==> src/rtl/clkcfg_pkg.sv <==
package clkcfg_pkg;

    localparam int unsigned AXI_AW  = 12;
    localparam int unsigned AXI_DW  = 32;
    localparam int unsigned PORT_AW = 7;
    localparam int unsigned PORT_DW = 16;

    localparam logic [AXI_AW-1:0] OFS_SWRST    = 12'h000;
    localparam logic [AXI_AW-1:0] OFS_STATUS   = 12'h004;
    localparam logic [AXI_AW-1:0] OFS_CTRL     = 12'h014;
    localparam logic [AXI_AW-1:0] OFS_CFG_BASE = 12'h200;

    localparam logic [AXI_DW-1:0] SWRST_KEY = 32'h0000_000A;
    localparam logic [1:0]        RESP_OKAY = 2'b00;
    localparam logic [1:0]        CTRL_GO   = 2'b11;

    typedef enum logic [1:0] {
        SQ_IDLE,
        SQ_ISSUE,
        SQ_WAIT_RDY,
        SQ_WAIT_LOCK
    } seq_state_e;

    typedef struct packed {
        logic [PORT_AW-1:0] addr;
        logic [PORT_DW-1:0] data;
    } port_xfer_t;

    // Build-time default setting for configuration word idx
    function automatic logic [PORT_DW-1:0] cfg_default(input int unsigned idx);
        return 16'h1041 + 16'(idx) * 16'h0203;
    endfunction

    // Fixed port address used for configuration word idx
    function automatic logic [PORT_AW-1:0] cfg_port_addr(input int unsigned idx);
        return 7'h08 + 7'(idx);
    endfunction

endpackage

==> src/rtl/clkcfg_axil_regs.sv <==
module clkcfg_axil_regs
    import clkcfg_pkg::*;
#(
    parameter int unsigned NUM_CFG = 4
) (
    input  logic                         clk,
    input  logic                         rst,
    input  logic [AXI_AW-1:0]            s_awaddr,
    input  logic                         s_awvalid,
    output logic                         s_awready,
    input  logic [AXI_DW-1:0]            s_wdata,
    input  logic [3:0]                   s_wstrb,
    input  logic                         s_wvalid,
    output logic                         s_wready,
    output logic [1:0]                   s_bresp,
    output logic                         s_bvalid,
    input  logic                         s_bready,
    input  logic [AXI_AW-1:0]            s_araddr,
    input  logic                         s_arvalid,
    output logic                         s_arready,
    output logic [AXI_DW-1:0]            s_rdata,
    output logic [1:0]                   s_rresp,
    output logic                         s_rvalid,
    input  logic                         s_rready,
    input  logic                         busy_i,
    input  logic                         locked_i,
    input  logic [PORT_DW-1:0]           rd_cap_i,
    output logic [NUM_CFG-1:0][PORT_DW-1:0] cfg_o,
    output logic                         start_o,
    output logic                         soft_rst_o
);

    localparam logic [AXI_AW-1:0] CFG_END = OFS_CFG_BASE + AXI_AW'(4 * NUM_CFG);

    logic                wr_go, rd_go;
    logic                bvalid_q, rvalid_q;
    logic [AXI_DW-1:0]   rdata_q, rd_val;
    logic [1:0]          ctrl_q;
    logic                srst;
    logic [AXI_AW-1:0]   woff, roff;
    logic                w_cfg_hit, r_cfg_hit;

    assign srst  = rst | soft_rst_o;
    assign wr_go = s_awvalid & s_wvalid & ~bvalid_q;
    assign rd_go = s_arvalid & ~rvalid_q;

    assign s_awready = wr_go;
    assign s_wready  = wr_go;
    assign s_bvalid  = bvalid_q;
    assign s_bresp   = RESP_OKAY;
    assign s_arready = rd_go;
    assign s_rvalid  = rvalid_q;
    assign s_rdata   = rdata_q;
    assign s_rresp   = RESP_OKAY;

    assign woff      = s_awaddr - OFS_CFG_BASE;
    assign roff      = s_araddr - OFS_CFG_BASE;
    assign w_cfg_hit = (s_awaddr >= OFS_CFG_BASE) && (s_awaddr < CFG_END) && (s_awaddr[1:0] == 2'b00);
    assign r_cfg_hit = (s_araddr >= OFS_CFG_BASE) && (s_araddr < CFG_END) && (s_araddr[1:0] == 2'b00);

    assign start_o = (ctrl_q == CTRL_GO) && !busy_i;

    // Handshake state survives the software reset so its own response completes
    always_ff @(posedge clk) begin
        if (rst) begin
            bvalid_q   <= 1'b0;
            rvalid_q   <= 1'b0;
            rdata_q    <= '0;
            soft_rst_o <= 1'b0;
        end else begin
            soft_rst_o <= wr_go && (s_awaddr == OFS_SWRST) && (s_wstrb == 4'hF)
                          && (s_wdata == SWRST_KEY);
            if (wr_go)
                bvalid_q <= 1'b1;
            else if (s_bready)
                bvalid_q <= 1'b0;
            if (rd_go) begin
                rvalid_q <= 1'b1;
                rdata_q  <= rd_val;
            end else if (s_rready) begin
                rvalid_q <= 1'b0;
            end
        end
    end

    // Control register: self-clears when a sequence starts
    always_ff @(posedge clk) begin
        if (srst)
            ctrl_q <= '0;
        else if (start_o)
            ctrl_q <= '0;
        else if (wr_go && !busy_i && (s_awaddr == OFS_CTRL) && s_wstrb[0])
            ctrl_q <= s_wdata[1:0];
    end

    // User configuration set, seeded from the build-time defaults
    always_ff @(posedge clk) begin
        for (int unsigned i = 0; i < NUM_CFG; i++) begin
            if (srst) begin
                cfg_o[i] <= cfg_default(i);
            end else if (wr_go && !busy_i && w_cfg_hit && (woff[AXI_AW-1:2] == 10'(i))) begin
                if (s_wstrb[0]) cfg_o[i][7:0]  <= s_wdata[7:0];
                if (s_wstrb[1]) cfg_o[i][15:8] <= s_wdata[15:8];
            end
        end
    end

    always_comb begin
        rd_val = '0;
        if (s_araddr == OFS_STATUS) begin
            rd_val = {rd_cap_i, 14'b0, busy_i, locked_i};
        end else if (s_araddr == OFS_CTRL) begin
            rd_val = {30'b0, ctrl_q};
        end else if (r_cfg_hit) begin
            for (int unsigned i = 0; i < NUM_CFG; i++)
                if (roff[AXI_AW-1:2] == 10'(i))
                    rd_val = {16'b0, cfg_o[i]};
        end
    end

endmodule

==> src/rtl/clkcfg_seq.sv <==
module clkcfg_seq
    import clkcfg_pkg::*;
#(
    parameter int unsigned NUM_CFG = 4
) (
    input  logic                            clk,
    input  logic                            srst,
    input  logic                            start_i,
    input  logic [NUM_CFG-1:0][PORT_DW-1:0] cfg_i,
    input  logic                            rdy_i,
    input  logic [PORT_DW-1:0]              rdata_i,
    input  logic                            locked_i,
    output logic                            en_o,
    output logic                            we_o,
    output logic [PORT_AW-1:0]              addr_o,
    output logic [PORT_DW-1:0]              wdata_o,
    output logic                            busy_o,
    output logic                            hold_o,
    output logic                            port_rst_o,
    output logic [PORT_DW-1:0]              rd_cap_o
);

    localparam int unsigned CW   = (NUM_CFG > 1) ? $clog2(NUM_CFG) : 1;
    localparam logic [CW-1:0] LAST = CW'(NUM_CFG - 1);

    seq_state_e   state_q;
    logic [CW-1:0] idx_q, idx_nxt;
    port_xfer_t   xfer_q;

    assign idx_nxt    = idx_q + 1'b1;
    assign en_o       = (state_q == SQ_ISSUE);
    assign we_o       = en_o;
    assign addr_o     = xfer_q.addr;
    assign wdata_o    = xfer_q.data;
    assign busy_o     = (state_q != SQ_IDLE);
    assign hold_o     = busy_o;
    assign port_rst_o = (state_q == SQ_ISSUE) || (state_q == SQ_WAIT_RDY);

    always_ff @(posedge clk) begin
        if (srst) begin
            state_q  <= SQ_IDLE;
            idx_q    <= '0;
            xfer_q   <= '0;
            rd_cap_o <= '0;
        end else begin
            case (state_q)
                SQ_IDLE: begin
                    if (start_i) begin
                        idx_q       <= '0;
                        xfer_q.addr <= cfg_port_addr(0);
                        xfer_q.data <= cfg_i[0];
                        state_q     <= SQ_ISSUE;
                    end
                end
                SQ_ISSUE: state_q <= SQ_WAIT_RDY;
                SQ_WAIT_RDY: begin
                    if (rdy_i) begin
                        rd_cap_o <= rdata_i;
                        if (idx_q == LAST) begin
                            state_q <= SQ_WAIT_LOCK;
                        end else begin
                            idx_q       <= idx_nxt;
                            xfer_q.addr <= cfg_port_addr(int'(idx_nxt));
                            xfer_q.data <= cfg_i[idx_nxt];
                            state_q     <= SQ_ISSUE;
                        end
                    end
                end
                SQ_WAIT_LOCK: if (locked_i) state_q <= SQ_IDLE;
                default: state_q <= SQ_IDLE;
            endcase
        end
    end

endmodule

==> src/rtl/clk_reconfig_ctrl.sv <==
module clk_reconfig_ctrl
    import clkcfg_pkg::*;
#(
    parameter int unsigned NUM_CFG   = 4,
    parameter int unsigned RST_PULSE = 4
) (
    input  logic               clk,
    input  logic               rst,
    input  logic [11:0]        s_awaddr,
    input  logic               s_awvalid,
    output logic               s_awready,
    input  logic [31:0]        s_wdata,
    input  logic [3:0]         s_wstrb,
    input  logic               s_wvalid,
    output logic               s_wready,
    output logic [1:0]         s_bresp,
    output logic               s_bvalid,
    input  logic               s_bready,
    input  logic [11:0]        s_araddr,
    input  logic               s_arvalid,
    output logic               s_arready,
    output logic [31:0]        s_rdata,
    output logic [1:0]         s_rresp,
    output logic               s_rvalid,
    input  logic               s_rready,
    output logic [6:0]         port_addr_o,
    output logic [15:0]        port_wdata_o,
    input  logic [15:0]        port_rdata_i,
    output logic               port_en_o,
    output logic               port_we_o,
    input  logic               port_rdy_i,
    output logic               gen_rst_o,
    output logic               clk_hold_o,
    input  logic               gen_locked_i
);

    localparam int unsigned PW = $clog2(RST_PULSE + 1);

    logic [NUM_CFG-1:0][PORT_DW-1:0] cfg;
    logic                start, soft_rst, srst, busy, seq_port_rst;
    logic [PORT_DW-1:0]  rd_cap;
    logic [PW-1:0]       pulse_q;

    assign srst = rst | soft_rst;

    clkcfg_axil_regs #(.NUM_CFG(NUM_CFG)) i_regs (
        .clk(clk), .rst(rst),
        .s_awaddr(s_awaddr), .s_awvalid(s_awvalid), .s_awready(s_awready),
        .s_wdata(s_wdata), .s_wstrb(s_wstrb), .s_wvalid(s_wvalid), .s_wready(s_wready),
        .s_bresp(s_bresp), .s_bvalid(s_bvalid), .s_bready(s_bready),
        .s_araddr(s_araddr), .s_arvalid(s_arvalid), .s_arready(s_arready),
        .s_rdata(s_rdata), .s_rresp(s_rresp), .s_rvalid(s_rvalid), .s_rready(s_rready),
        .busy_i(busy), .locked_i(gen_locked_i), .rd_cap_i(rd_cap),
        .cfg_o(cfg), .start_o(start), .soft_rst_o(soft_rst)
    );

    clkcfg_seq #(.NUM_CFG(NUM_CFG)) i_seq (
        .clk(clk), .srst(srst), .start_i(start), .cfg_i(cfg),
        .rdy_i(port_rdy_i), .rdata_i(port_rdata_i), .locked_i(gen_locked_i),
        .en_o(port_en_o), .we_o(port_we_o), .addr_o(port_addr_o), .wdata_o(port_wdata_o),
        .busy_o(busy), .hold_o(clk_hold_o), .port_rst_o(seq_port_rst), .rd_cap_o(rd_cap)
    );

    // Generator reset pulse requested from the bus
    always_ff @(posedge clk) begin
        if (rst)
            pulse_q <= '0;
        else if (soft_rst)
            pulse_q <= PW'(RST_PULSE);
        else if (pulse_q != '0)
            pulse_q <= pulse_q - 1'b1;
    end

    assign gen_rst_o = seq_port_rst | (pulse_q != '0);

endmodule

==> config.mk <==
export PLATFORM = sky130hd
export DESIGN_NAME = clk_reconfig_ctrl
export DESIGN_NICKNAME = d
export VERILOG_FILES = /design/src/rtl/clkcfg_pkg.sv /design/src/rtl/clkcfg_axil_regs.sv /design/src/rtl/clkcfg_seq.sv /design/src/rtl/clk_reconfig_ctrl.sv
export SDC_FILE = /design/constraint.sdc
export NUM_CORES = 1
export LEC_CHECK = 0
export CORE_ASPECT_RATIO = 1.1
export CORE_MARGIN = 3
export CORE_UTILIZATION = 54
export CTS_CLUSTER_DIAMETER = 40
export DETAILED_ROUTE_END_ITERATION = 8
export GPL_ROUTABILITY_DRIVEN = 0
export PLACE_DENSITY = 0.85
export SLEW_MARGIN = 15
export SYNTH_ARGS = -nofsm -noshare
export SYNTH_HDL_FRONTEND = slang
export SYNTH_HIERARCHICAL = 1
export SYNTH_SLANG_ARGS = --single-unit
export TNS_END_PERCENT = 5
==> constraint.sdc <==
create_clock -name clk -period 3.2 [get_ports clk]
set_input_delay 0.32 -clock clk [delete_from_list [all_inputs] [get_ports clk]]
set_output_delay 0.32 -clock clk [all_outputs]
set_load 0.03 [all_outputs]
==> results of run 1 <==
==> metrics by stage <==
stage          worst slack [ps]  cells  util [%]
2_1_floorplan              1068    738         -
4_1_cts                   620.5   1020     74.42
5_1_grt                   515.6   1020     74.42
6_report                  610.1   1020     74.42
3_3_place_gp              360.4    988     69.08
3_5_place_dp              280.7    988     69.08
==> cell type report <==
type                       instances  area (µm²)  area share (%)
clock inverter                    10       162.7           1.861
tap                              150       187.7           2.147
clock buffer                      22       464.2           5.310
timing repair buffer             159        1567           17.92
multi-input combinational        521        3475           39.75
inverter                          17       63.81          0.7299
sequential                       141        2823           32.29
==> sequential cells by signal, indices dropped and copies added, names as in the netlist <==
| register | cells |
|---|---|
| i_regs/s_rvalid | 1 |
| pulse_q | 3 |
| i_regs/soft_rst_o | 1 |
| i_regs/s_bvalid | 1 |
| i_regs/s_rdata | 32 |
| i_seq/idx_q | 1 |
| i_regs/ctrl_q | 2 |
| i_regs/cfg_o | 64 |
| i_seq/addr_o | 2 |
| i_seq/rd_cap_o | 16 |
| i_seq/wdata_o | 16 |
| i_seq/state_q | 2 |
==> logic make-up (layout without fill, tap and decap cells) <==
logic type,after synthesis,in the layout
adder cells (fa/ha/maj),10,10
AO/OA/AOI/OAI,146,146
flip-flops,141,141
other,2,8
AND/OR/NAND/NOR,264,264
XOR/XNOR,2,2
multiplexers,91,91
buffers and inverters,76,208
==> report_power, final <==
group          leakage, nW  internal [mW]  switching (mW)
sequential            1.14           1.81          0.0352
clock                0.300           1.35           0.740
combinational         2.07          0.356           0.519
==> layer usage <==
layer / vias to the layer above / routed length, µm / part of all wire [%] / GRT usage [%]
met5: - / 0 / 0 / 0
met4: 0 / 1135 / 5.4 / 18.56
met3: 106 / 1622 / 7.8 / 5.868
met2: 380 / 10490 / 50 / 52.36
met1: 3007 / 7586 / 36 / 32.48
li1: 2852 / - / - / -
==> worst max path at each step <==
stage / startpoint / endpoint / slack, ps / cells after the start
after detailed placement: s_awaddr[9] / i_regs/cfg_o[31]$_SDFFE_PP0P_ / 280 / 7
after CTS: i_seq/state_q[0]$_SDFFE_PP0P_ / clk_hold_o / 620 / 4
after global routing: i_seq/state_q[0]$_SDFFE_PP0P_ / clk_hold_o / 520 / 4
after global placement: s_awaddr[9] / i_regs/cfg_o[29]$_SDFFE_PP0P_ / 360 / 7
final: i_seq/state_q[0]$_SDFFE_PP0P_ / clk_hold_o / 610 / 4
after floorplan: s_awaddr[9] / i_regs/cfg_o[16]$_SDFFE_PP0P_ / 1070 / 7
==> worst max-delay path, cell delays in order, from the launching register on <==
cell and delay (ps):
dfxtp_1 400, inv_1 100, ha_1 250, inv_1 350
clkdlybuf4s50_1 760
==> cell usage in the layout (no fill, tap or decap), types with 9 or more instances in the layout <==
master and count:
a21oi_1 25, a22o_1 16, a22oi_1 16, buf_4 14, clkbuf_16 17, clkdlybuf4s50_1 144, dfxtp_1 141, ha_1 10
inv_1 16, mux2_2 32, mux2i_1 59, nand2_1 105, nor2_1 84, nor4_1 10, o22ai_1 32, o31ai_2 9
o32ai_1 16
==> run metrics, run 1 <==
status=finished, final reports clean; Reg clk slew, reported paths=60 ps; Area Growth Syn to Fin=31.41%; Boundary Pins=153; fmax=between 0.3 and 0.4 GHz; Min-Delay Path Depth=3; worst hold path startpoint=port_rdata_i[12]; ys flop type=dfxtp_1; Adder-Cell Fraction of Synth Area=1.881%; Vias/cell=between 6 and 7; Synth Area in Compound Gates=16.08%; final worst hold slack=455.4 ps; Worst EP arrival=2270 ps; Post-Syn Area=0.006653 mm²; Crit Path Class=flop to output port; # hold bufs at CTS=0; maxcap violations=0; static leakage=3.512 nW; post-layout min period=2590 ps; clock latency on the worst-skew pair=420 ps; Nets=952; RSZ-0062 raised after global routing=false; FFs w/ async S/R, synth=0%; CP required=between 2000 and 3000 ps; reg2reg path depth=5; worst slew pin tran=between 900 and 1000 ps; worst min path class=input port to flop; DRC viols=0; Power Density=549.7 mW/mm²; Port-buffer cells=144; critical path startpoint category=flop; placed cell area=just over 0.008 mm²; DP HPWL=roughly 15,000 µm; routed via count=6,345; Setup TNS=0 ps; critical path fanouts, max=10; Inserted Diodes=0; post-synthesis mux area share=14.29%; Reg2Reg Setup Slack=740 ps; H-tree depth=4; Clock Skews=7.034 ps; initial antenna violation count=0; largest family of logic cells by synthesized area=simple AND/OR/NAND/NOR gates; max-slew violations=0; Synth Area in XOR/XNOR=0.2633%; Post-Synth Simple-Gate Area=between 10% and 20%; Synth top cells by count=dfxtp_1, nand2_1, nor2_1; Critical R2R Capture=i_seq/wdata_o[1]$_SDFFE_PP0P_; dominant cell by count in the synthesized netlist=dfxtp_1; width of the die=111.8 µm; Synth area leaders=dfxtp_1, mux2i_1, nand2_1; cell taking the most area after synthesis=dfxtp_1; post-DR wirelength/cell=around 20 µm; largest net degree at the start of global routing=33; Max clock buf depth=2; filler instances=770; row count=41; Tcrit/Tclk final=80.93%; Synth top area share=42.43%; layout cells sized above 1=12.18%; Seq/Total Area, Yosys=between 40% and 50%; Die Ht=about 120 µm; Post-CTS Resized=0; overall power=4.806 mW; Congestion Overflow GR=0; gr usage total=29.54%; postcts setup bufs=0; average size of a mapped cell=slightly above 9 µm²; Yosys cell types=64; final hold vios=0; YS warnings=6; CTS tree=done; count of final setup violators=0; Clock Sinks=141; first-pass iteration count of the detailed router=7; CORE AREA=between 0.01 and 0.015 mm²; Routed Antenna Nets=0; DR iter-0 viols=approximately 560; initial core utilization=between 50% and 60%; crit end category=output port; die area=approximately 0.014 mm²; total CTS buffers=17; Design Area, Final=0.008742 mm²; Slew Limit Headroom=36.24%; Syn Inst Count=732; Post-synth EDFFs=0; R2R Path Start=i_seq/idx_q[0]$_SDFFE_PP0P_; vias in the first global route=6,474; global-route wire length before repair=32,320 µm; synthesized flop and latch total=141; clock root buffer=clkbuf_16; Routed WL=between 20,000 and 25,000 µm; Worst VDD drop=0.3807 mV; WHS Endpoint=i_seq/rd_cap_o[12]$_SDFFE_PP0P_
No activity file was read; power rests on OpenSTA's default activity.
==> run 2: changes to the inputs <==
--- a/config.mk
+++ b/config.mk
@@ -7,11 +7,11 @@
 export LEC_CHECK = 0
 export CORE_ASPECT_RATIO = 1.1
 export CORE_MARGIN = 3
-export CORE_UTILIZATION = 54
+export CORE_UTILIZATION = 50
 export CTS_CLUSTER_DIAMETER = 40
 export DETAILED_ROUTE_END_ITERATION = 8
 export GPL_ROUTABILITY_DRIVEN = 0
-export PLACE_DENSITY = 0.85
+export PLACE_DENSITY = 0.8
 export SLEW_MARGIN = 15
 export SYNTH_ARGS = -nofsm -noshare
 export SYNTH_HDL_FRONTEND = slang
==> constraint.sdc (replaced) <==
create_clock -name clk -period 2.4 [get_ports clk]
set_input_delay 0.24 -clock clk [delete_from_list [all_inputs] [get_ports clk]]
set_output_delay 0.24 -clock clk [all_outputs]
set_load 0.03 [all_outputs]
==> run metrics, run 2 (synthesized netlist as in run 1, its figures left out) <==
PnR worst setup slack=190.7 ps (was 610.1 ps); Clock Skews=7.757 ps (was 7.034 ps); routed via count=6,298 (was 6,345); Vias/cell=6.021 (was 6.221); CTS tree=done (unchanged); count of final setup violators=0 (unchanged); wire length on met3=1695 µm (was 1622 µm); Routed WL=20,670 µm (was 20,830 µm); most common cell after layout, fill and taps aside=clkdlybuf4s50_1 (unchanged); row count=43 (was 41); width of the die=116.0 µm (was 111.8 µm); die area=0.01473 mm² (was 0.01369 mm²); largest net degree at the start of global routing=61 (was 33); Reg clk slew, reported paths=60 ps (about the same); clock root buffer=clkbuf_16 (unchanged); DP Worst Slack=-318.9 ps (was 280.7 ps); met2 routed WL=10,660 µm (was 10,490 µm); Max clock buf depth=2 (unchanged); status=finished, final reports clean (unchanged); DP HPWL=14,410 µm (was 14,570 µm); dpl cells=1,015 (was 988); Die Ht=127.0 µm (was 122.4 µm); total CTS buffers=17 (unchanged); Util after Layout=69.88% (was 74.42%); Slew Limit Headroom=56.63% (was 36.24%); Port-buffer cells=144 (unchanged); layout cells sized above 1=14.51% (was 12.18%); Tcrit/Tclk final=between 90 and 100%; CORE AREA=0.01280 mm² (was 0.01175 mm²); crit end category=flop (was output port); critical path startpoint category=input port (was flop); vias in the first global route=6,413 (was 6,474); Design Area, Final=0.008949 mm² (was 0.008742 mm²); DRC viols=0 (unchanged); H-tree depth=4 (unchanged); fmax=around 0.45 GHz; global-route wire length before repair=32,500 µm (was 32,320 µm); commonest cells after routing, fill and taps aside=clkdlybuf4s50_1, dfxtp_1, nand2_1 (unchanged); Area Growth Syn to Fin=34.51% (was 31.41%); initial antenna violation count=0 (unchanged); overall power=6.510 mW (was 4.806 mW); worst min path class=input port to flop (unchanged); DR iter-0 viols=538 (was 555); Clock Sinks=141 (unchanged); gr usage total=28.18% (was 29.54%); post-layout min period=2209 ps; maxcap violations=0 (unchanged); final hold vios=0 (unchanged); post-DR wirelength/cell=19.76 µm (was 20.43 µm); static leakage=3.634 nW (was 3.512 nW); max reg flops=64 (unchanged); final worst hold slack=375.6 ps (was 455.4 ps); fin cells=1,046 (was 1,020); first-pass iteration count of the detailed router=6 (was 7); Routed Antenna Nets=0 (unchanged); placed cell area=0.008299 mm² (was 0.008115 mm²); Congestion Overflow GR=0 (unchanged); postcts setup bufs=0 (unchanged); Power Density=727.5 mW/mm² (was 549.7 mW/mm²); CP required=2690 ps (was 2880 ps); Worst VDD drop=0.4878 mV (was 0.3807 mV); Inserted Diodes=0 (unchanged); Biggest register=i_regs/cfg_o (unchanged); Boundary Pins=153 (unchanged); Crit Path Class=input port to flop (was flop to output port); worst slew pin tran=641.5 ps (was 956.4 ps); Nets=972 (was 952); WL met1=7620 µm (was 7586 µm); highest routing layer actually used=met4 (unchanged); clock latency on the worst-skew pair=420 ps (about the same); initial core utilization=51.95% (was 56.63%); max-slew violations=0 (unchanged); critical path fanouts, max=7 (was 10); RSZ-0062 raised after global routing=false (unchanged); Worst EP arrival=2500 ps (was 2270 ps); Setup TNS=0 ps (unchanged)
[run 2: critical path, cell delays in order]
cell and delay, ps:
clkdlybuf4s50_1 490, inv_1 60, ha_1 270, or4b_1 550, or4_4 590, o211ai_1 180, o21ai_0 110
[run 2: path summary, 6_finish.rpt]
check | to | depth (start not counted) | from | slack [ps]
min | i_seq/rd_cap_o[12]$_SDFFE_PP0P_ | 3 | port_rdata_i[12] | 380
max | i_regs/cfg_o[17]$_SDFFE_PP0P_ | 7 | s_awaddr[9] | 190
min reg2reg | i_seq/rd_cap_o[4]$_SDFFE_PP0P_ | 2 | i_seq/rd_cap_o[4]$_SDFFE_PP0P_ | 460
max reg2reg | i_seq/wdata_o[3]$_SDFFE_PP0P_ | 7 | i_seq/state_q[0]$_SDFFE_PP0P_ | 350
[run 2: metal layers]
| metal | GRT usage [%] | vias to the layer above |
|---|---|---|
| met4 | 11.81 | 0 |
| met1 | 32.62 | 3024 |
| met2 | 50.02 | 317 |
| met3 | 5.779 | 59 |
| met5 | 0 | - |
| li1 | - | 2898 |
[run 2: what timing repair did]
item                                    in CTS  in global routing
hold buffers                                 0                  0
endpoints found under the setup margin       1                  4
pin swaps                                    0                  0
resized for setup                            1                  1
[run 2: report_power, final]
part,total (mW),switching (mW),internal [mW],leakage (nW)
Clock,2.86,1.02,1.83,0.314
Sequential,2.46,0.0474,2.41,1.14
Combinational,1.19,0.698,0.495,2.18
Total,6.51,1.77,4.74,3.63
[run 2: layout make-up]
type                            count  area, µm²
Fill cell                         952       3856
Multi-Input combinational cell    521       3478
Sequential cell                   141       2823
Timing Repair Buffer              179       1740
Clock buffer                       20      466.7
Tap cell                          157      196.4
Clock inverter                     11      180.2
Inverter                           17      63.81
